===== config.mk =====
export PLATFORM = sky130hd
export DESIGN_NAME = flash_guard
export DESIGN_NICKNAME = d
export VERILOG_FILES = /design/src/rtl/flash_guard_pkg.sv /design/src/rtl/flash_guard_regs.sv /design/src/rtl/flash_guard_range_cmp.sv /design/src/rtl/flash_guard_decide.sv /design/src/rtl/flash_guard.sv
export SDC_FILE = /design/constraint.sdc
export NUM_CORES = 1
export LEC_CHECK = 0
export ABC_CLOCK_PERIOD_IN_PS = 4700
export BUFFER_PORTS_ARGS = -buffer_cell sky130_fd_sc_hd__buf_2
export CAP_MARGIN = 20
export CORE_UTILIZATION = 63
export DETAILED_ROUTE_END_ITERATION = 7
export GPL_TIMING_DRIVEN = 0
export PLACE_DENSITY = 0.86
export SETUP_SLACK_MARGIN = 0.4
export SLEW_MARGIN = 10
export SYNTH_ARGS = -nofsm -noshare
export SYNTH_HDL_FRONTEND = slang
export SYNTH_SLANG_ARGS = --single-unit
export TNS_END_PERCENT = 100

===== constraint.sdc =====
create_clock -name clk -period 4.7 [get_ports clk]
set_input_delay 0.94 -clock clk [delete_from_list [all_inputs] [get_ports clk]]
set_output_delay 0.94 -clock clk [all_outputs]
set_load 0.01 [all_outputs]

===== src/rtl/flash_guard_pkg.sv =====
// Shared constants and types for the flash access guard.
// Assumes a 32-bit configuration word; bit positions are fixed because
// software and the sequencer decode them.
package flash_guard_pkg;
    localparam int CFG_W        = 32;
    localparam int STS_LOCK_BIT = 15;
    localparam int STS_BLK_BIT  = 3;
    localparam int RNG_EN_BIT   = 31;

    typedef enum logic [1:0] {
        RSP_IDLE  = 2'd0,
        RSP_GRANT = 2'd1,
        RSP_BLOCK = 2'd2
    } rsp_e;
endpackage


===== src/rtl/flash_guard_regs.sv =====
// Configuration registers: floor, protected ranges and the sticky lock.
// Assumes one write per clock through cfg_we/cfg_sel; writes to floor and
// ranges are dropped while the lock is set. Emits a clear strobe for the
// blocked flag, which lives in the decision stage.
module flash_guard_regs
    import flash_guard_pkg::*;
#(
    parameter int ADDR_W     = 24,
    parameter int PAGE_SHIFT = 12,
    parameter int NUM_RANGES = 3,
    parameter int SEL_W      = 3
) (
    input  logic                                        clk,
    input  logic                                        rst_n,
    input  logic                                        cfg_we,
    input  logic [SEL_W-1:0]                            cfg_sel,
    input  logic [CFG_W-1:0]                            cfg_wdata,
    output logic [ADDR_W-1:0]                           floor_q,
    output logic [NUM_RANGES-1:0]                       rng_en_q,
    output logic [NUM_RANGES-1:0][ADDR_W-PAGE_SHIFT-1:0] rng_base_q,
    output logic [NUM_RANGES-1:0][ADDR_W-PAGE_SHIFT-1:0] rng_limit_q,
    output logic                                        lock_q,
    output logic                                        flag_clr
);
    localparam int PG_W = ADDR_W - PAGE_SHIFT;
    localparam logic [SEL_W-1:0] SEL_FLOOR  = '0;
    localparam logic [SEL_W-1:0] SEL_STATUS = SEL_W'(NUM_RANGES + 1);

    logic sts_wr;
    logic unused_wdata;

    assign sts_wr       = cfg_we && (cfg_sel == SEL_STATUS);
    assign flag_clr     = sts_wr && cfg_wdata[STS_BLK_BIT];
    assign unused_wdata = ^cfg_wdata[RNG_EN_BIT-1:2*PG_W];

    // Floor register: writable only while unlocked.
    always_ff @(posedge clk) begin
        if (!rst_n) begin
            floor_q <= '0;
        end else if (cfg_we && !lock_q && cfg_sel == SEL_FLOOR) begin
            floor_q <= cfg_wdata[ADDR_W-1:0];
        end
    end

    // One register per protected range, each frozen by the lock.
    generate
        for (genvar g = 0; g < NUM_RANGES; g++) begin : g_rng
            localparam logic [SEL_W-1:0] SEL_ME = SEL_W'(g + 1);
            // Range g: enable, limit page and base page fields.
            always_ff @(posedge clk) begin
                if (!rst_n) begin
                    rng_en_q[g]    <= 1'b0;
                    rng_base_q[g]  <= '0;
                    rng_limit_q[g] <= '0;
                end else if (cfg_we && !lock_q && cfg_sel == SEL_ME) begin
                    rng_en_q[g]    <= cfg_wdata[RNG_EN_BIT];
                    rng_limit_q[g] <= cfg_wdata[2*PG_W-1:PG_W];
                    rng_base_q[g]  <= cfg_wdata[PG_W-1:0];
                end
            end
        end
    endgenerate

    // Sticky lock: set by status bit 15, cleared only by reset.
    always_ff @(posedge clk) begin
        if (!rst_n) begin
            lock_q <= 1'b0;
        end else if (sts_wr && cfg_wdata[STS_LOCK_BIT]) begin
            lock_q <= 1'b1;
        end
    end

    a_r8_lock_sticky: assert property (@(posedge clk) disable iff (!rst_n)
        $past(lock_q) |-> lock_q);

    a_r8_locked_frozen: assert property (@(posedge clk) disable iff (!rst_n)
        $past(lock_q) |-> ($stable(floor_q) && $stable(rng_en_q)
                           && $stable(rng_base_q) && $stable(rng_limit_q)));
endmodule


===== src/rtl/flash_guard_range_cmp.sv =====
// Page comparator for one protected range.
// Assumes base and limit are page numbers; the hit is inclusive at both ends
// and is suppressed when the range is disabled.
module flash_guard_range_cmp #(
    parameter int PG_W = 12
) (
    input  logic            en,
    input  logic [PG_W-1:0] base,
    input  logic [PG_W-1:0] limit,
    input  logic [PG_W-1:0] page,
    output logic            hit
);
    // Inclusive window test on the request page.
    always_comb begin
        hit = en && (page >= base) && (page <= limit);
    end
endmodule


===== src/rtl/flash_guard_decide.sv =====
// Decision stage: combines the floor test with the range hits and returns
// a registered grant or blocked pulse one clock after each request.
// Also holds the sticky blocked flag; a new block wins over a clear.
module flash_guard_decide
    import flash_guard_pkg::*;
#(
    parameter int ADDR_W     = 24,
    parameter int NUM_RANGES = 3
) (
    input  logic                  clk,
    input  logic                  rst_n,
    input  logic                  req_valid,
    input  logic [ADDR_W-1:0]     req_addr,
    input  logic                  req_write,
    input  logic [ADDR_W-1:0]     floor_addr,
    input  logic [NUM_RANGES-1:0] range_hit,
    input  logic                  flag_clr,
    output logic                  gnt_valid,
    output logic                  blk_valid,
    output logic                  blocked_flag
);
    rsp_e rsp_q;
    logic below_floor;
    logic deny;

    // Refusal: below the floor for any cycle, or a range hit for writes.
    always_comb begin
        below_floor = req_addr < floor_addr;
        deny        = below_floor || (req_write && (|range_hit));
    end

    // Registered response, one clock after the request.
    always_ff @(posedge clk) begin
        if (!rst_n) begin
            rsp_q <= RSP_IDLE;
        end else if (!req_valid) begin
            rsp_q <= RSP_IDLE;
        end else begin
            rsp_q <= deny ? RSP_BLOCK : RSP_GRANT;
        end
    end

    // Sticky blocked flag with write-one-to-clear; set has priority.
    always_ff @(posedge clk) begin
        if (!rst_n) begin
            blocked_flag <= 1'b0;
        end else if (req_valid && deny) begin
            blocked_flag <= 1'b1;
        end else if (flag_clr) begin
            blocked_flag <= 1'b0;
        end
    end

    assign gnt_valid = (rsp_q == RSP_GRANT);
    assign blk_valid = (rsp_q == RSP_BLOCK);

    a_r6_one_response: assert property (@(posedge clk) disable iff (!rst_n)
        $onehot0({gnt_valid, blk_valid}));

    a_r6_no_spurious: assert property (@(posedge clk) disable iff (!rst_n)
        (gnt_valid || blk_valid) |-> $past(req_valid));

    a_r6_always_answer: assert property (@(posedge clk) disable iff (!rst_n)
        req_valid |=> (gnt_valid || blk_valid));

    a_r7_flag_on_block: assert property (@(posedge clk) disable iff (!rst_n)
        blk_valid |-> blocked_flag);

    a_r2_floor_blocks: assert property (@(posedge clk) disable iff (!rst_n)
        (req_valid && (req_addr < floor_addr)) |=> blk_valid);

    a_r3_write_hit_blocks: assert property (@(posedge clk) disable iff (!rst_n)
        (req_valid && req_write && (|range_hit)) |=> blk_valid);

    a_r5_read_ignores_ranges: assert property (@(posedge clk) disable iff (!rst_n)
        (req_valid && !req_write && (req_addr >= floor_addr)) |=> gnt_valid);
endmodule


===== src/rtl/flash_guard.sv =====
// Top of the flash access guard: configuration registers, one comparator
// per protected range, and the decision stage. Read-back is combinational
// from the selected register. Assumes the sequencer holds off the SPI cycle
// until it sees grant.
module flash_guard
    import flash_guard_pkg::*;
#(
    parameter int ADDR_W     = 24,
    parameter int PAGE_SHIFT = 12,
    parameter int NUM_RANGES = 3,
    parameter int SEL_W      = $clog2(NUM_RANGES + 2)
) (
    input  logic              clk,
    input  logic              rst_n,
    input  logic              cfg_we,
    input  logic [SEL_W-1:0]  cfg_sel,
    input  logic [31:0]       cfg_wdata,
    output logic [31:0]       cfg_rdata,
    input  logic              req_valid,
    input  logic [ADDR_W-1:0] req_addr,
    input  logic              req_write,
    output logic              gnt_valid,
    output logic              blk_valid,
    output logic              blocked_flag
);
    localparam int PG_W = ADDR_W - PAGE_SHIFT;
    localparam logic [SEL_W-1:0] SEL_FLOOR  = '0;
    localparam logic [SEL_W-1:0] SEL_STATUS = SEL_W'(NUM_RANGES + 1);

    logic [ADDR_W-1:0]                 floor_q;
    logic [NUM_RANGES-1:0]             rng_en_q;
    logic [NUM_RANGES-1:0][PG_W-1:0]   rng_base_q;
    logic [NUM_RANGES-1:0][PG_W-1:0]   rng_limit_q;
    logic                              lock_q;
    logic                              flag_clr;
    logic [NUM_RANGES-1:0]             range_hit;
    logic [PG_W-1:0]                   req_page;

    assign req_page = req_addr[ADDR_W-1:PAGE_SHIFT];

    flash_guard_regs #(
        .ADDR_W     (ADDR_W),
        .PAGE_SHIFT (PAGE_SHIFT),
        .NUM_RANGES (NUM_RANGES),
        .SEL_W      (SEL_W)
    ) u_regs (
        .clk         (clk),
        .rst_n       (rst_n),
        .cfg_we      (cfg_we),
        .cfg_sel     (cfg_sel),
        .cfg_wdata   (cfg_wdata),
        .floor_q     (floor_q),
        .rng_en_q    (rng_en_q),
        .rng_base_q  (rng_base_q),
        .rng_limit_q (rng_limit_q),
        .lock_q      (lock_q),
        .flag_clr    (flag_clr)
    );

    generate
        for (genvar g = 0; g < NUM_RANGES; g++) begin : g_cmp
            flash_guard_range_cmp #(.PG_W(PG_W)) u_cmp (
                .en    (rng_en_q[g]),
                .base  (rng_base_q[g]),
                .limit (rng_limit_q[g]),
                .page  (req_page),
                .hit   (range_hit[g])
            );
        end
    endgenerate

    flash_guard_decide #(
        .ADDR_W     (ADDR_W),
        .NUM_RANGES (NUM_RANGES)
    ) u_decide (
        .clk          (clk),
        .rst_n        (rst_n),
        .req_valid    (req_valid),
        .req_addr     (req_addr),
        .req_write    (req_write),
        .floor_addr   (floor_q),
        .range_hit    (range_hit),
        .flag_clr     (flag_clr),
        .gnt_valid    (gnt_valid),
        .blk_valid    (blk_valid),
        .blocked_flag (blocked_flag)
    );

    // Read-back multiplexer over floor, ranges and status.
    always_comb begin
        cfg_rdata = '0;
        if (cfg_sel == SEL_FLOOR) begin
            cfg_rdata[ADDR_W-1:0] = floor_q;
        end
        if (cfg_sel == SEL_STATUS) begin
            cfg_rdata[STS_LOCK_BIT] = lock_q;
            cfg_rdata[STS_BLK_BIT]  = blocked_flag;
        end
        for (int i = 0; i < NUM_RANGES; i++) begin
            if (cfg_sel == SEL_W'(i + 1)) begin
                cfg_rdata[RNG_EN_BIT]        = rng_en_q[i];
                cfg_rdata[2*PG_W-1:PG_W]     = rng_limit_q[i];
                cfg_rdata[PG_W-1:0]          = rng_base_q[i];
            end
        end
    end

    a_r1_quiet_in_reset: assert property (@(posedge clk)
        !rst_n |=> (!gnt_valid && !blk_valid && !blocked_flag));
endmodule


==> impl_metrics.env <==
export IMPL_status="completed"
export IMPL_num_antenna_cells=0
export IMPL_use_met2_pct=57.6
export IMPL_globalRouteMet1Util_pct=50.9
export IMPL_post_route_util_pct=72.1
export IMPL_fp_dieH_um=108
export IMPL_place_inst=1093
export IMPL_p_comb_share_pct=18.5
export IMPL_sw_frac_of_total_pct=29.7
export IMPL_critPathRequiredTime_ns=3.76
export IMPL_drt_iter0_drc=791
export IMPL_pwr_share_clk_pct=31.3
export IMPL_htreeDepth=3
export IMPL_port_buffers=82
export IMPL_fin_tns_setup_ns=0
export IMPL_nets=1123
export IMPL_grt_pass1_wl_um=32600
export IMPL_syn_mean_instance_area_um2=8.15
export IMPL_firstDrtPassIters=6
export IMPL_post_route_drc_count=0
export IMPL_grt_usage_pct=38.1
export IMPL_fp_dieArea_um2=11600
export IMPL_yosysWarnings=0
export IMPL_hold_depth=2
export IMPL_switching_power_mw=0.537
export IMPL_synthToLayoutAreaGrowth_pct=11.3
export IMPL_cts_buffers=9
export IMPL_synth_distinct_cells=50
export IMPL_startpoint_type="input pin"
export IMPL_clkSinkCount=103
export IMPL_die_w_um=108
export IMPL_top_usage_layer="met2"
export IMPL_yosysTopAreaCellShare_pct=29.2
export IMPL_num_io_pins=99
export IMPL_fmax_mhz=281
export IMPL_netlist_instances=865
export IMPL_clkTransAtPathRegs_ns=0.10
export IMPL_r2r_start="u_regs.floor_q[14]"
export IMPL_ys_ff_latch=103
export IMPL_clk_insertion_delay_late_ns=0.37
export IMPL_floorplan_core_area_um2=10900
export IMPL_finalHoldViolCount=0
export IMPL_endpoint_kind="primary output"
export IMPL_synth_area_um2=7050
export IMPL_seqPwrFrac_pct=50.2
export IMPL_synth_ff_type="dfxtp_1"
export IMPL_layoutNonFillerInstCount=1108
export IMPL_holdWs_ns=0.482
export IMPL_synth_top_cell_by_area="dfxtp_1"
export IMPL_antenna_found_initial=0
export IMPL_synth_enable_flop_cells=0
export IMPL_arrival_ns=2.62
export IMPL_dp_hpwl_um=15300
export IMPL_vias_per_cell=6.04
export IMPL_fin_crit_sh_pct=75.8
export IMPL_setup_viol_count_final=0
export IMPL_layout_drive_gt1_share_pct=15.9
export IMPL_hp_class="reg -> reg"
export IMPL_startpoint="cfg_sel[1]"
export IMPL_p_leak_nw=3.04
export IMPL_pwr_density_cell_nw_per_um2=230
export IMPL_total_power_mw=1.81
export IMPL_grt_ovfl_total=0
export IMPL_worst_slew_pin_slew_ns=0.767
export IMPL_slew_violations=0
export IMPL_rsz0062_at_grt="no"
export IMPL_wl_um=21100
export IMPL_initial_core_util_pct=64.8
export IMPL_clock_path_buffers=2
export IMPL_fin_crit_ns=3.56
export IMPL_rows=38
export IMPL_synthArstFlopShare_pct=0
export IMPL_reg2reg_depth=8
export IMPL_routabilityCongestion=0.945
export IMPL_detailroute_via_count=6689
export IMPL_tritoncts="yes"
export IMPL_cts_setup_buffers=0
export IMPL_antenna_left=0
export IMPL_fin_skew_ns=0.00835
export IMPL_routedWlPerCell_um=19.0
export IMPL_root_buffer="clkbuf_8"
export IMPL_internal_power_mw=1.27
export IMPL_hold_start="u_regs.floor_q[23]"
export IMPL_grt_max_degree=17
export IMPL_max_cap_violations=0
export IMPL_critPathKind="in -> out"
export IMPL_yosys_top_cells_area="dfxtp_1, ha_1, nand2_1"
export IMPL_grt_pass1_vias=6125
export IMPL_peakVddDrop_v=0.000170
export IMPL_met3_usage_pct=9.50
export IMPL_cts_resized=0
export IMPL_crit_fanout=10
export IMPL_cts_hold_buf=0
export IMPL_slew_headroom_pct=48.8
export IMPL_yosysSeqAreaShare_pct=29.2
## final cells by class
class                   count  area, µm²
inverters                  93        349
fillers                   836       3040
flip-flops and latches    103       2060
clock inverters             5       58.8
well taps                 140        175
multi-input cells         626       4430
clock buffers              10        128
repair buffers             82        410
plain buffers              49        238
## worst max-delay path, cell delays in order
cell	delay, ns
clkbuf_2	0.15
clkbuf_1	0.61
mux2_2	0.42
a22oi_1	0.24
nor2_1	0.09
buf_2	0.17
## state kept, by name, indices dropped and copies added, names as in the netlist
name / cells
u_regs.rng_base_q: 36
u_regs.rng_limit_q: 36
u_regs.floor_q: 24
u_regs.rng_en_q: 3
u_decide.rsp_q: 2
u_decide.blocked_flag: 1
u_regs.lock_q: 1
## cells by family after synthesis
group / after synthesis / share of synthesized area (%)
and+or+nand+nor: 305 / 19.0
AOI/OAI and AO/OA: 192 / 18.8
buffers and inverters: 142 / 8.32
DFF: 103 / 29.2
adders and majority gates: 95 / 16.9
muxes: 27 / 7.75
other: 1 / 0.0532
## worst paths after layout
check                                     endpoint  slack, ns
worst max-delay path                 cfg_rdata[31]       1.14
worst min-delay path            u_regs.floor_q[23]       0.48
worst max register to register   u_decide.rsp_q[0]       2.15
worst min register to register  u_regs.floor_q[23]       0.48
## cell usage after synthesis, drive strengths merged (2+ instances only)
| master | n |
|---|---|
| inv | 93 |
| nand3 | 5 |
| nor3 | 4 |
| clkbuf | 21 |
| o21ai | 18 |
| nand4 | 16 |
| a21o | 8 |
| nand2b | 5 |
| dfxtp | 103 |
| o211ai | 4 |
| mux2i | 4 |
| a21boi | 99 |
| mux4 | 22 |
| nor2 | 9 |
| buf | 28 |
| nand2 | 222 |
| a21oi | 38 |
| ha | 95 |
| a31oi | 4 |
| a211oi | 8 |
| and3 | 2 |
| nor2b | 32 |
| a32oi | 2 |
| and2 | 3 |
| or3 | 3 |
| o31ai | 2 |
## power groups by stage
stage	registers (mW)	logic, mW	clock network, mW
final	0.907	0.335	0.567
after global routing	0.910	0.365	0.602
after CTS	0.907	0.325	0.564
after detailed placement	0.927	0.320	0
after global placement	0.926	0.313	0
after floorplan	0.922	0.198	0
## placed cells by master (no fill, tap or decap), drive strengths merged, types with 9 or more instances in the layout
cell	count
nand2	222
buf	110
dfxtp	103
a21boi	99
ha	95
inv	94
a21oi	38
nor2b	32
clkbuf	31
mux4	22
o21ai	18
nand4	16
nor2	9
## per-layer routing
layer / wire [µm] / share of wire, %
met4: 995 / 4.7
met3: 2620 / 12
met2: 8910 / 42
met1: 8520 / 40
met5: 0 / 0
## per-stage QoR
| stage | instance area (µm²) | setup WS, ns |
|---|---|---|
| 5_1_grt | 7850 | 1.15 |
| 4_1_cts | 7850 | 1.20 |
| 6_report | 7850 | 1.14 |
| 2_1_floorplan | 7080 | 1.71 |
| 3_5_place_dp | 7660 | 1.19 |
| 3_3_place_gp | 7660 | 1.24 |
Power figures use the tool's default switching activity.
